<file path="src/rtl/prog_clk_divider.sv">
module prog_clk_divider #(
  parameter int MOD_W = 9
) (
  input  logic             clk_in,
  input  logic             rst,
  input  logic [MOD_W-1:0] mod_word,
  input  logic             phase_sel,
  output logic             clk_out
);
  localparam int MIN_MOD = 8;
  localparam logic [MOD_W-1:0] MIN_N = MOD_W'(MIN_MOD);
  localparam logic [MOD_W-1:0] ONE   = MOD_W'(1);

  function automatic logic [MOD_W-1:0] high_len(input logic [MOD_W-1:0] n);
    logic [MOD_W-1:0] w;
    w = '0;
    if (n < MOD_W'(12))
      w = n - MOD_W'(4);
    else if (n < MOD_W'(16))
      w = n - MOD_W'(8);
    else
      for (int b = 4; b < MOD_W; b++)
        if (n[b]) w = ONE << (b - 1);
    return w;
  endfunction

  logic [MOD_W-1:0] cnt, cur_n, cur_w, eff_n;
  logic             run, cur_sel, q_p, q_n, raw, last;

  assign eff_n = (mod_word < MIN_N) ? MIN_N : mod_word;
  assign last  = (cnt == cur_n - ONE);
  assign raw   = run && (cnt < cur_w);

  always_ff @(posedge clk_in) begin
    if (rst) begin
      run     <= 1'b0;
      cnt     <= '0;
      cur_n   <= MIN_N;
      cur_w   <= high_len(MIN_N);
      cur_sel <= 1'b0;
      q_p     <= 1'b0;
    end else begin
      q_p <= raw;
      if (!run || last) begin
        run     <= 1'b1;
        cnt     <= '0;
        cur_n   <= eff_n;
        cur_w   <= high_len(eff_n);
        cur_sel <= phase_sel;
      end else begin
        cnt <= cnt + ONE;
      end
    end
  end

  always_ff @(negedge clk_in) begin
    if (rst) q_n <= 1'b0;
    else     q_n <= raw;
  end

  assign clk_out = cur_sel ? q_n : q_p;
endmodule


</file>
<file path="config.mk">
export PLATFORM = sky130hd
export DESIGN_NAME = prog_clk_divider
export DESIGN_NICKNAME = d
export VERILOG_FILES = /design/src/rtl/prog_clk_divider.sv
export SDC_FILE = /design/constraint.sdc
export NUM_CORES = 1
export LEC_CHECK = 0
export ABC_AREA = 1
export BUFFER_PORTS_ARGS = -buffer_cell sky130_fd_sc_hd__buf_4
export CAP_MARGIN = 0
export CORE_MARGIN = 4
export CORE_UTILIZATION = 30
export DETAILED_ROUTE_END_ITERATION = 12
export HOLD_SLACK_MARGIN = 0.05
export PLACE_DENSITY_LB_ADDON = 0.2
export SYNTH_ARGS = -nofsm -noshare
export SYNTH_HDL_FRONTEND = slang
export SYNTH_SLANG_ARGS = --single-unit
</file>
<file path="constraint.sdc">
create_clock -name clk_in -period 2.35 [get_ports clk_in]
set_input_delay 0.235 -clock clk_in [delete_from_list [all_inputs] [get_ports clk_in]]
set_output_delay 0.235 -clock clk_in [all_outputs]
set_load 0.02 [all_outputs]
</file>
==> summary.md, run 1 <==
| Metric | Value |
|---|---|
| Syn_area_per_cell | around 6.5 um^2 |
| DR DRC count | 0 |
| IO buf count | 12 |
| Setup Skew | 61.1 ps |
| Initial Utilization | 0.314 |
| CTS Buffer Depth | 2 |
| Switch share | 0.294 |
| CP Launch Type | flop |
| Final ANT Viol Nets | 0 |
| Root Buffer | clkbuf_8 |
| Placed Instances | ~400 |
| TNS Setup | 0 ps |
| Top cell type by total area after synthesis | dfxtp_1 |
| Synth top area cells | dfxtp_1, nand2_1, nand3_1 |
| Cts bufs inserted | 5 |
| Crit path capture | clk_out |
| Worst Path Required | 2120 ps |
| Nets | between 300 and 400 |
| Hold crit path type | input pin to flop |
| # Post-CTS Setup Buffers | 0 |
| Global-route wire length before repair | roughly 8 mm |
| Net Sw Power | roughly 0.35 mW |
| GRT Total Usage | 0.124 |
| Cts hold-fix bufs | 0 |
| Area Overhead vs Synth | 19.3% |
| Inserted Diodes | 0 |
| Worst Max-Slew Pin Slew | ~420 ps |
| Design Area, Final | between 2000 and 2500 um^2 |
| Unrepaired setup endpoints after global routing | no |
| Die height | about 90 um |
| Layout cells sized above 1 | 0.158 |
| Routed len/inst | 11.7 um |
| Post-synthesis sequential area ratio | 0.306 |
| RePlAce Congestion | approximately 0.73 |
| Main synth FF type | dfxtp_1 |
| Core Area | around 6500 um^2 |
| Status | complete, no violations |
| Total clock sinks | 31 |
| Worst r2r src | cur_w[6] |
| Row Count | 29 |
| Asr flop ratio synth | 0 |
| Drt pass-1 iters | 4 |
| Net count after synthesis | 338 |
| Setup crit start | q_n |
| Synth Register Bits | 31 |
| Starting DRC count in detailed routing | 90 |
| Vias in the first global route | roughly 1800 |
| EDFF count, synth | 0 |
| Top cell type's share of synthesized area | 0.306 |
| Filler Cell Count | 709 |
| R2R depth | 7 |
| Routed vias/inst | between 4 and 5 |
| Slew Limit Headroom | 0.721 |
| Max-slew violations | 0 |
| CTS tree | done |
| CTS clk-pin slew, worst paths | roughly 70 ps |
| H-tree depth | 2 |
| Post-synth top cells | nand2_1, inv_1, nor2_1 |
| Critical path peak fanout | 1 |
| YS warnings | 0 |
| Maximum vdd drop | 0.000169 V |
| Placed cell areas | between 2000 and 2500 um^2 |
| Internal Power | 0.845 mW |
| Aggregate global routing overflow | 0 |
| Die area | between 8000 and 9000 um^2 |
| Reg2reg end | q_n |
| Post-Layout Cell Count | between 400 and 500 |
| Yosys cell types | 28 |
| Worst hold margin | 160 ps |
| Comb power frac | 0.181 |
| CP Class | flop to primary output |
| R2R Setup Slk | roughly 50 ps |
| Worst skew pair latency | 340 ps |
| Top-count cell post-synth | nand2_1 |
| Drt total wl | 4.82 mm |
| Clk pwr share | 0.345 |
| Mapped Cells | around 310 |
| Routed via count | around 1900 |
| Final hold vios | 0 |
| Largest net degree at the start of global routing | 32 |
| Sequential share of power | 0.474 |
| Post-DP HPWL | around 3.7 mm |
| Post-Syn Area | between 2000 and 2500 um^2 |
| Arr. time, crit path | 2070 ps |
| DIE WIDTH | 90.2 um |
| Leakage | around 1.2 nW |
| Final setup vio count | 0 |
| Number of max-cap violations | 0 |
| Num ports | 13 |
| Initial antenna violation count | 0 |
| Pwr dens | 495 nW/um^2 |
| Worst Setup End Kind | primary output |
==> power by group through the flow <==
stage	logic [mW]	clock network (mW)	registers, mW
final	0.217	0.413	0.568
after global routing	0.250	0.448	0.571
after CTS	0.215	0.422	0.568
after detailed placement	0.211	0.00533	0.579
after global placement	0.208	0.00533	0.579
after floorplan	0.155	0.00533	0.574
==> routing by layer <==
| metal | global-route usage | part of all wire |
|---|---|---|
| met2 | 0.200 | 0.45 |
| met5 | 0 | 0 |
| met1 | 0.157 | 0.49 |
| met3 | 0.0326 | 0.045 |
| met4 | 0.0485 | 0.016 |
==> worst min-delay path by stage <==
stage | startpoint | to | slack, ps | depth (start not counted)
after floorplan | rst | q_p | 320 | 1
after global placement | rst | q_p | 450 | 2
after detailed placement | rst | q_p | 450 | 2
after CTS | rst | q_p | 140 | 2
after global routing | rst | q_p | 160 | 2
final | rst | q_p | 160 | 2
==> critical path, stage by stage (launching register included) <==
cell     delay, ps
dfxtp_1        290
nand2_1         70
nand2_1         60
buf_4          150
==> repair_timing <==
item                                    4_1_cts  5_1_grt
gates resized for setup                       5        9
endpoints found under the hold margin         0        0
gates cloned                                  0        0
endpoints found under the setup margin        1        1
pin swaps                                     1        3
==> through the flow <==
stage                     worst slack, ps  utilization  power (mW)
final                                43.8        0.374        1.20
after CTS                            4.23        0.367        1.20
after floorplan                      41.7            -       0.735
after global routing                0.971        0.374        1.27
after detailed placement            -63.5        0.350       0.796
after global placement               2.32        0.350       0.793
==> cell families after synthesis <==
logic type      after synthesis  share of synthesized area
buf+inv                      52                      0.109
xor+xnor                     10                     0.0432
flops                        31                      0.306
simple gates                181                      0.391
compound gates               24                     0.0642
fa+ha+maj                    14                     0.0865
==> registers in the layout, indices dropped and copies added (netlist names) <==
| name | count |
|---|---|
| cnt | 9 |
| cur_n | 9 |
| cur_sel | 1 |
| cur_w | 9 |
| q_n | 1 |
| q_p | 1 |
| run | 1 |
==> layout by cell type (no fill, tap or decap), drive strengths merged <==
cell type	Yosys	layout
a41oi	1	1
nand3b	1	1
nor3	2	2
xor2	5	5
a31oi	1	1
nand2	88	88
dfxtp	31	31
clkbuf	2	7
buf	7	25
o21a	1	1
nor2	43	43
nand3	39	39
inv	43	43
xnor2	5	5
ha	14	14
o21ai	2	2
a21oi	18	18
nand4	8	8
clkinv	0	1
o21bai	1	1
==> area by class of cell <==
class | instances | area [um^2] | area share
sequential | 31 | 623 | 0.258
clock inverter | 2 | 8.76 | 0.00362
inverter | 42 | 158 | 0.0652
timing repair buffer | 25 | 200 | 0.0828
multi-input combinational | 229 | 1250 | 0.519
tap | 77 | 96.3 | 0.0399
clock buffer | 7 | 76.3 | 0.0316
Note: power is estimated with default switching activity, not from simulation.
==> run 2, diff against run 1 <==
--- a/config.mk
+++ b/config.mk
@@ -6,11 +6,11 @@
 export NUM_CORES = 1
 export LEC_CHECK = 0
 export ABC_AREA = 1
-export BUFFER_PORTS_ARGS = -buffer_cell sky130_fd_sc_hd__buf_4
 export CAP_MARGIN = 0
-export CORE_MARGIN = 4
+export CORE_MARGIN = 2
 export CORE_UTILIZATION = 30
 export DETAILED_ROUTE_END_ITERATION = 12
+export DONT_BUFFER_PORTS = 1
 export HOLD_SLACK_MARGIN = 0.05
 export PLACE_DENSITY_LB_ADDON = 0.2
 export SYNTH_ARGS = -nofsm -noshare
==> run 2 against run 1 <==
Effect of this change: register-to-register slack better by 40 ps; non-clock buffer count down 13; wire length down 2.6%; power up 3.3%; combinational power down 7%; worst setup slack better by 38 ps; critical path depth down 1; clock power up 13%; critical path type unchanged; highest routed layer unchanged.
==> summary.md, run 2 (same netlist as run 1, synthesis figures left out) <==
| Metric | Value |
|---|---|
| Initial Utilization | 0.315 (+0.00177) |
| Number of max-cap violations | 0 (unchanged) |
| Worst skew pair latency | 330 ps (about the same) |
| Drt total wl | 4.69 mm (-2.6%) |
| IO buf count | 0 (-12) |
| DIE WIDTH | 86.2 um (-4.4%) |
| Worst Path Required | 2120 ps (about the same) |
| Core Area | 6420 um^2 (-0.56%) |
| GRT Total Usage | 0.139 (+0.0149) |
| Num ports | 13 (unchanged) |
| CTS tree | done |
| Inserted Diodes | 0 (unchanged) |
| Maximum vdd drop | 0.000219 V (+30%) |
| Post-DP HPWL | 3.58 mm (-4.0%) |
| Max-slew violations | 0 (unchanged) |
| Worst Max-Slew Pin Slew | 502 ps (+83.4 ps) |
| Pwr dens | 520 nW/um^2 (+5.0%) |
| Total clock sinks | 31 (unchanged) |
| Starting DRC count in detailed routing | 70 (-22%) |
| Multi-input gate area | 1290 um^2 (+2.5%) |
| Vias in the first global route | 1723 (-3.4%) |
| H-tree depth | 2 (unchanged) |
| RePlAce Congestion | 0.763 (+4.0%) |
| Cts bufs inserted | 5 (unchanged) |
| Final setup vio count | 0 (unchanged) |
| Largest net degree at the start of global routing | 32 (unchanged) |
| Final total power | 1.24 mW (+3.3%) |
| Slew Limit Headroom | 0.665 (-0.0557) |
| Final hold vios | 0 (unchanged) |
| Root Buffer | clkbuf_8 |
| Drt pass-1 iters | 4 (unchanged) |
| Filler Cell Count | 705 (-0.56%) |
| Nets | 348 (-3.6%) |
| Commonest non-fill, non-tap cell in the layout | nand2_1 |
| Arr. time, crit path | 2030 ps (-40 ps) |
| Die height | 86.2 um (-4.4%) |
| Worst Setup End Kind | primary output |
| Layout cells sized above 1 | 0.170 (+0.0125) |
| Die area | 7430 um^2 (-8.7%) |
| Storage cell area | 631 um^2 (+1.2%) |
| # Post-CTS Setup Buffers | 0 (unchanged) |
| Routed len/inst | 11.7 um (+0.55%) |
| Largest registers | cnt x9, cur_n x9, cur_w x9 |
| Setup Skew | 61.4 ps (+0.286 ps) |
| Commonest non-fill, non-tap cells in the layout | nand2_1, inv_1, nor2_1, nand3_1, dfxtp_1 |
| CP Launch Type | flop |
| CTS clk-pin slew, worst paths | 60 ps (about the same) |
| Aggregate global routing overflow | 0 (unchanged) |
| Placed Instances | 391 (-3.5%) |
| Hold crit path type | input pin to flop |
| CP Class | flop to primary output |
| DR DRC count | 0 (unchanged) |
| Routed vias/inst | 4.58 (-1.1%) |
| Post-Layout Cell Count | 400 (-3.1%) |
| Global-route wire length before repair | 8.07 mm (unchanged) |
| Initial antenna violation count | 0 (unchanged) |
| Routed via count | 1832 (-4.2%) |
| Leakage | 1.11 nW (-4.2%) |
| Critical path peak fanout | 1 (unchanged) |
| Row Count | 29 (unchanged) |
| CTS Buffer Depth | 2 (unchanged) |
| Final ANT Viol Nets | 0 (unchanged) |
| Area Overhead vs Synth | 17.5% |
| Status | complete, no violations |
[run 2: path summary, 6_finish.rpt]
kind	startpoint	end	slack, ps	cells after the start
worst min register to register	cnt[0]	cnt[0]	470	1
worst min-delay path	phase_sel	cur_sel	100	2
worst max register to register	cur_w[8]	q_n	90	6
worst max-delay path	q_n	clk_out	80	2
[run 2: worst max-delay path, stage by stage (launching register included)]
cell,delay [ps]
dfxtp_1,310
nand2_1,50
nand2_1,170
[run 2: final cells by class]
type	count	share of cell area
Clock buffer	8	0.0421
Clock inverter	1	0.00158
Inverter	42	0.0662
Multi-Input combinational cell	229	0.540
Sequential cell	31	0.265
Tap cell	77	0.0405
Timing Repair Buffer	12	0.0442
[run 2: what timing repair did]
item,4_1_cts,5_1_grt
gates resized for setup,0,30
endpoints found under the setup margin,0,1
hold buffers,1,0
hold endpoints to repair,1,0
[run 2: through the flow]
stage / setup slack [ps] / util / hold WS, ps / setup TNS, ps / area (um^2)
final: 81.7 / 0.371 / 98.4 / 0 / 2380
after global routing: -11.1 / 0.371 / 105 / -11.1 / 2380
after CTS: 11.0 / 0.353 / 89.1 / 0 / 2270
after detailed placement: -35.0 / 0.336 / 321 / -35.0 / 2160
after global placement: 6.78 / 0.336 / 317 / 0 / 2160
after floorplan: 41.7 / - / 316 / 0 / 2030
[run 2: report_power, final]
group / internal [mW] / leakage (nW) / switching, mW
sequential: 0.550 / 0.258 / 0.0190
clock: 0.269 / 0.0568 / 0.199
combinational: 0.0750 / 0.797 / 0.126
total: 0.894 / 1.11 / 0.343
[run 2: layer usage]
| metal | wire length (um) | track usage | vias up |
|---|---|---|---|
| met5 | 0 | 0 | - |
| li1 | - | - | 1001 |
| met1 | 2490 | 0.184 | 810 |
| met3 | 154 | 0.0448 | 2 |
| met2 | 2010 | 0.218 | 19 |
| met4 | 36 | 0.0384 | 0 |
==> run 3, diff against run 2 <==
--- a/config.mk
+++ b/config.mk
@@ -8,7 +8,7 @@
 export ABC_AREA = 1
 export CAP_MARGIN = 0
 export CORE_MARGIN = 2
-export CORE_UTILIZATION = 30
+export CORE_UTILIZATION = 55
 export DETAILED_ROUTE_END_ITERATION = 12
 export DONT_BUFFER_PORTS = 1
 export HOLD_SLACK_MARGIN = 0.05
==> run 3 against run 2 <==
Effect of this change: cell count down 5.3%; non-clock buffer count up 8; clock power down 11%; critical path depth up 4; highest routed layer unchanged.
==> summary.md, run 3 (same netlist as run 1, synthesis figures left out) <==
| Metric | Value |
|---|---|
| Status | complete, no violations |
| Max incr delay on CP | 330 ps (+20 ps) |
| IO buf count | 0 (unchanged) |
| Filler Cell Count | 328 (-53%) |
| Row Count | 22 (-24%) |
| Aggregate global routing overflow | 0 (unchanged) |
| Leakage | 1.14 nW (+2.2%) |
| DIE WIDTH | 64.7 um (-25%) |
| Final hold vios | 0 (unchanged) |
| Critical-path cell list | inv_1, ha_1, nand2_2, o21a_1, nand4_1, nor2_2 |
| Post-Layout Cell Count | 379 (-5.3%) |
| Slowest CP cell | dfxtp_1 |
| Setup Skew | 54.5 ps (-6.89 ps) |
| Starting DRC count in detailed routing | 80 (+14%) |
| Final setup vio count | 0 (unchanged) |
| Total clock sinks | 31 (unchanged) |
| Pwr dens | 505 nW/um^2 (-3.0%) |
| Die area | 4180 um^2 (-44%) |
| Final total power | 1.19 mW (-4.0%) |
| GRT Total Usage | 0.242 (+0.103) |
| Root Buffer | clkbuf_8 |
| Hold path startpoint | phase_sel |
| Global-route wire length before repair | 7.69 mm (-4.7%) |
| Critical path peak fanout | 2 (+1) |
| Worst r2r src | cur_w[7] |
| Die height | 64.7 um (-25%) |
| Largest net degree at the start of global routing | 32 (unchanged) |
| CTS Buffer Depth | 2 (unchanged) |
| Routed len/inst | 12.0 um (+2.3%) |
| Maximum vdd drop | 0.000372 V (+70%) |
| Num ports | 13 (unchanged) |
| Layout cells sized above 1 | 0.154 (-0.0162) |
| Post-DP HPWL | 3.30 mm (-7.8%) |
| H-tree depth | 2 (unchanged) |
| Slew Limit Headroom | 0.610 (-0.0555) |
| Inserted Diodes | 0 (unchanged) |
| CP Class | flop to flop |
| Arr. time, crit path | 1410 ps (-620 ps) |
| Worst Setup End Kind | flop |
| DR DRC count | 0 (unchanged) |
| Placed Instances | 365 (-6.6%) |
| Cts bufs inserted | 5 (unchanged) |
| Initial Utilization | 0.562 (+0.246) |
| Vias in the first global route | 1748 (+1.5%) |
| Routed vias/inst | 4.97 (+8.5%) |
| R2R Setup Slk | 40 ps (-50 ps) |
| Worst Max-Slew Pin Slew | 585 ps (+83.2 ps) |
| Commonest non-fill, non-tap cell in the layout | nand2_1 |
| Commonest non-fill, non-tap cells in the layout | nand2_1, inv_1, nand3_1, nor2_1, dfxtp_1 |
| CTS clk-pin slew, worst paths | 60 ps (about the same) |
| Max-slew violations | 0 (unchanged) |
| Routed via count | 1884 (+2.8%) |
| CTS tree | done |
| CP Launch Type | flop |
| Largest registers | cnt x9, cur_n x9, cur_w x9 |
| Hold crit path type | input pin to flop |
| Worst skew pair latency | 340 ps (about the same) |
| Setup crit start | cur_w[7] |
| Drt total wl | 4.55 mm (-3.1%) |
| Initial antenna violation count | 0 (unchanged) |
| RePlAce Congestion | 0.751 (-1.5%) |
| Final ANT Viol Nets | 0 (unchanged) |
| Worst Path Required | 1450 ps (-670 ps) |
| Nets | 356 (+2.3%) |
| Core Area | 3610 um^2 (-44%) |
| Number of max-cap violations | 0 (unchanged) |
| Drt pass-1 iters | 4 (unchanged) |
| Area Overhead vs Synth | 16.2% |
==> run 3: power breakdown <==
part	total, mW	internal (mW)	switching [mW]
clock network	0.415	0.210	0.206
logic	0.205	0.0778	0.127
registers	0.568	0.549	0.0186
total	1.19	0.837	0.351
==> run 3: metal layers <==
metal | GRT usage | routed length, um | up-vias
met5 | 0 | 0 | -
met4 | 0.0559 | 44 | 0
met3 | 0.0694 | 250 | 4
met2 | 0.410 | 2110 | 38
met1 | 0.304 | 2140 | 814
li1 | - | - | 1028
==> run 3: per-stage QoR <==
stage                     setup WS [ps]  utilization  instance area (um^2)  hold slack (ps)  TNS (ps)
after floorplan                    41.7            -                  2030              316         0
after global placement             20.5        0.591                  2130              317         0
after detailed placement          -11.7        0.591                  2130              324     -11.7
after CTS                          24.1        0.617                  2220             74.4         0
after global routing              -42.2        0.653                  2350             88.0     -42.2
final                              39.5        0.653                  2350             78.7         0
==> run 3: final timing paths <==
| check | endpoint | cells after the start |
|---|---|---|
| setup / recovery | q_n | 6 |
| hold / removal | cur_sel | 2 |
| setup reg to reg | q_n | 6 |
| hold reg to reg | cnt[0] | 1 |
==> run 3: critical path, delay by kind of cell, from the launching register on <==
family,cells,cell delay [ps]
AOI/OAI and AO/OA,1,130
adders and majority gates,1,290
buffers and inverters,1,50
DFF,1,330
and+or+nand+nor,3,340
==> run 3: final cells by class <==
type | instances | area (um^2) | share of cell area
inverters | 42 | 158 | 0.0669
clock buffers | 7 | 76.3 | 0.0324
repair buffers | 20 | 153 | 0.0648
multi-input cells | 229 | 1270 | 0.541
well taps | 48 | 60.1 | 0.0255
clock inverters | 2 | 8.76 | 0.00372
flip-flops and latches | 31 | 624 | 0.265
==> run 3: repair_timing <==
item	CTS	global route
hold endpoints to repair	1	0
resized for setup	1	18
hold buffers	1	0
buffers inserted	0	5
pin swaps	0	7
endpoints found under the setup margin	1	19
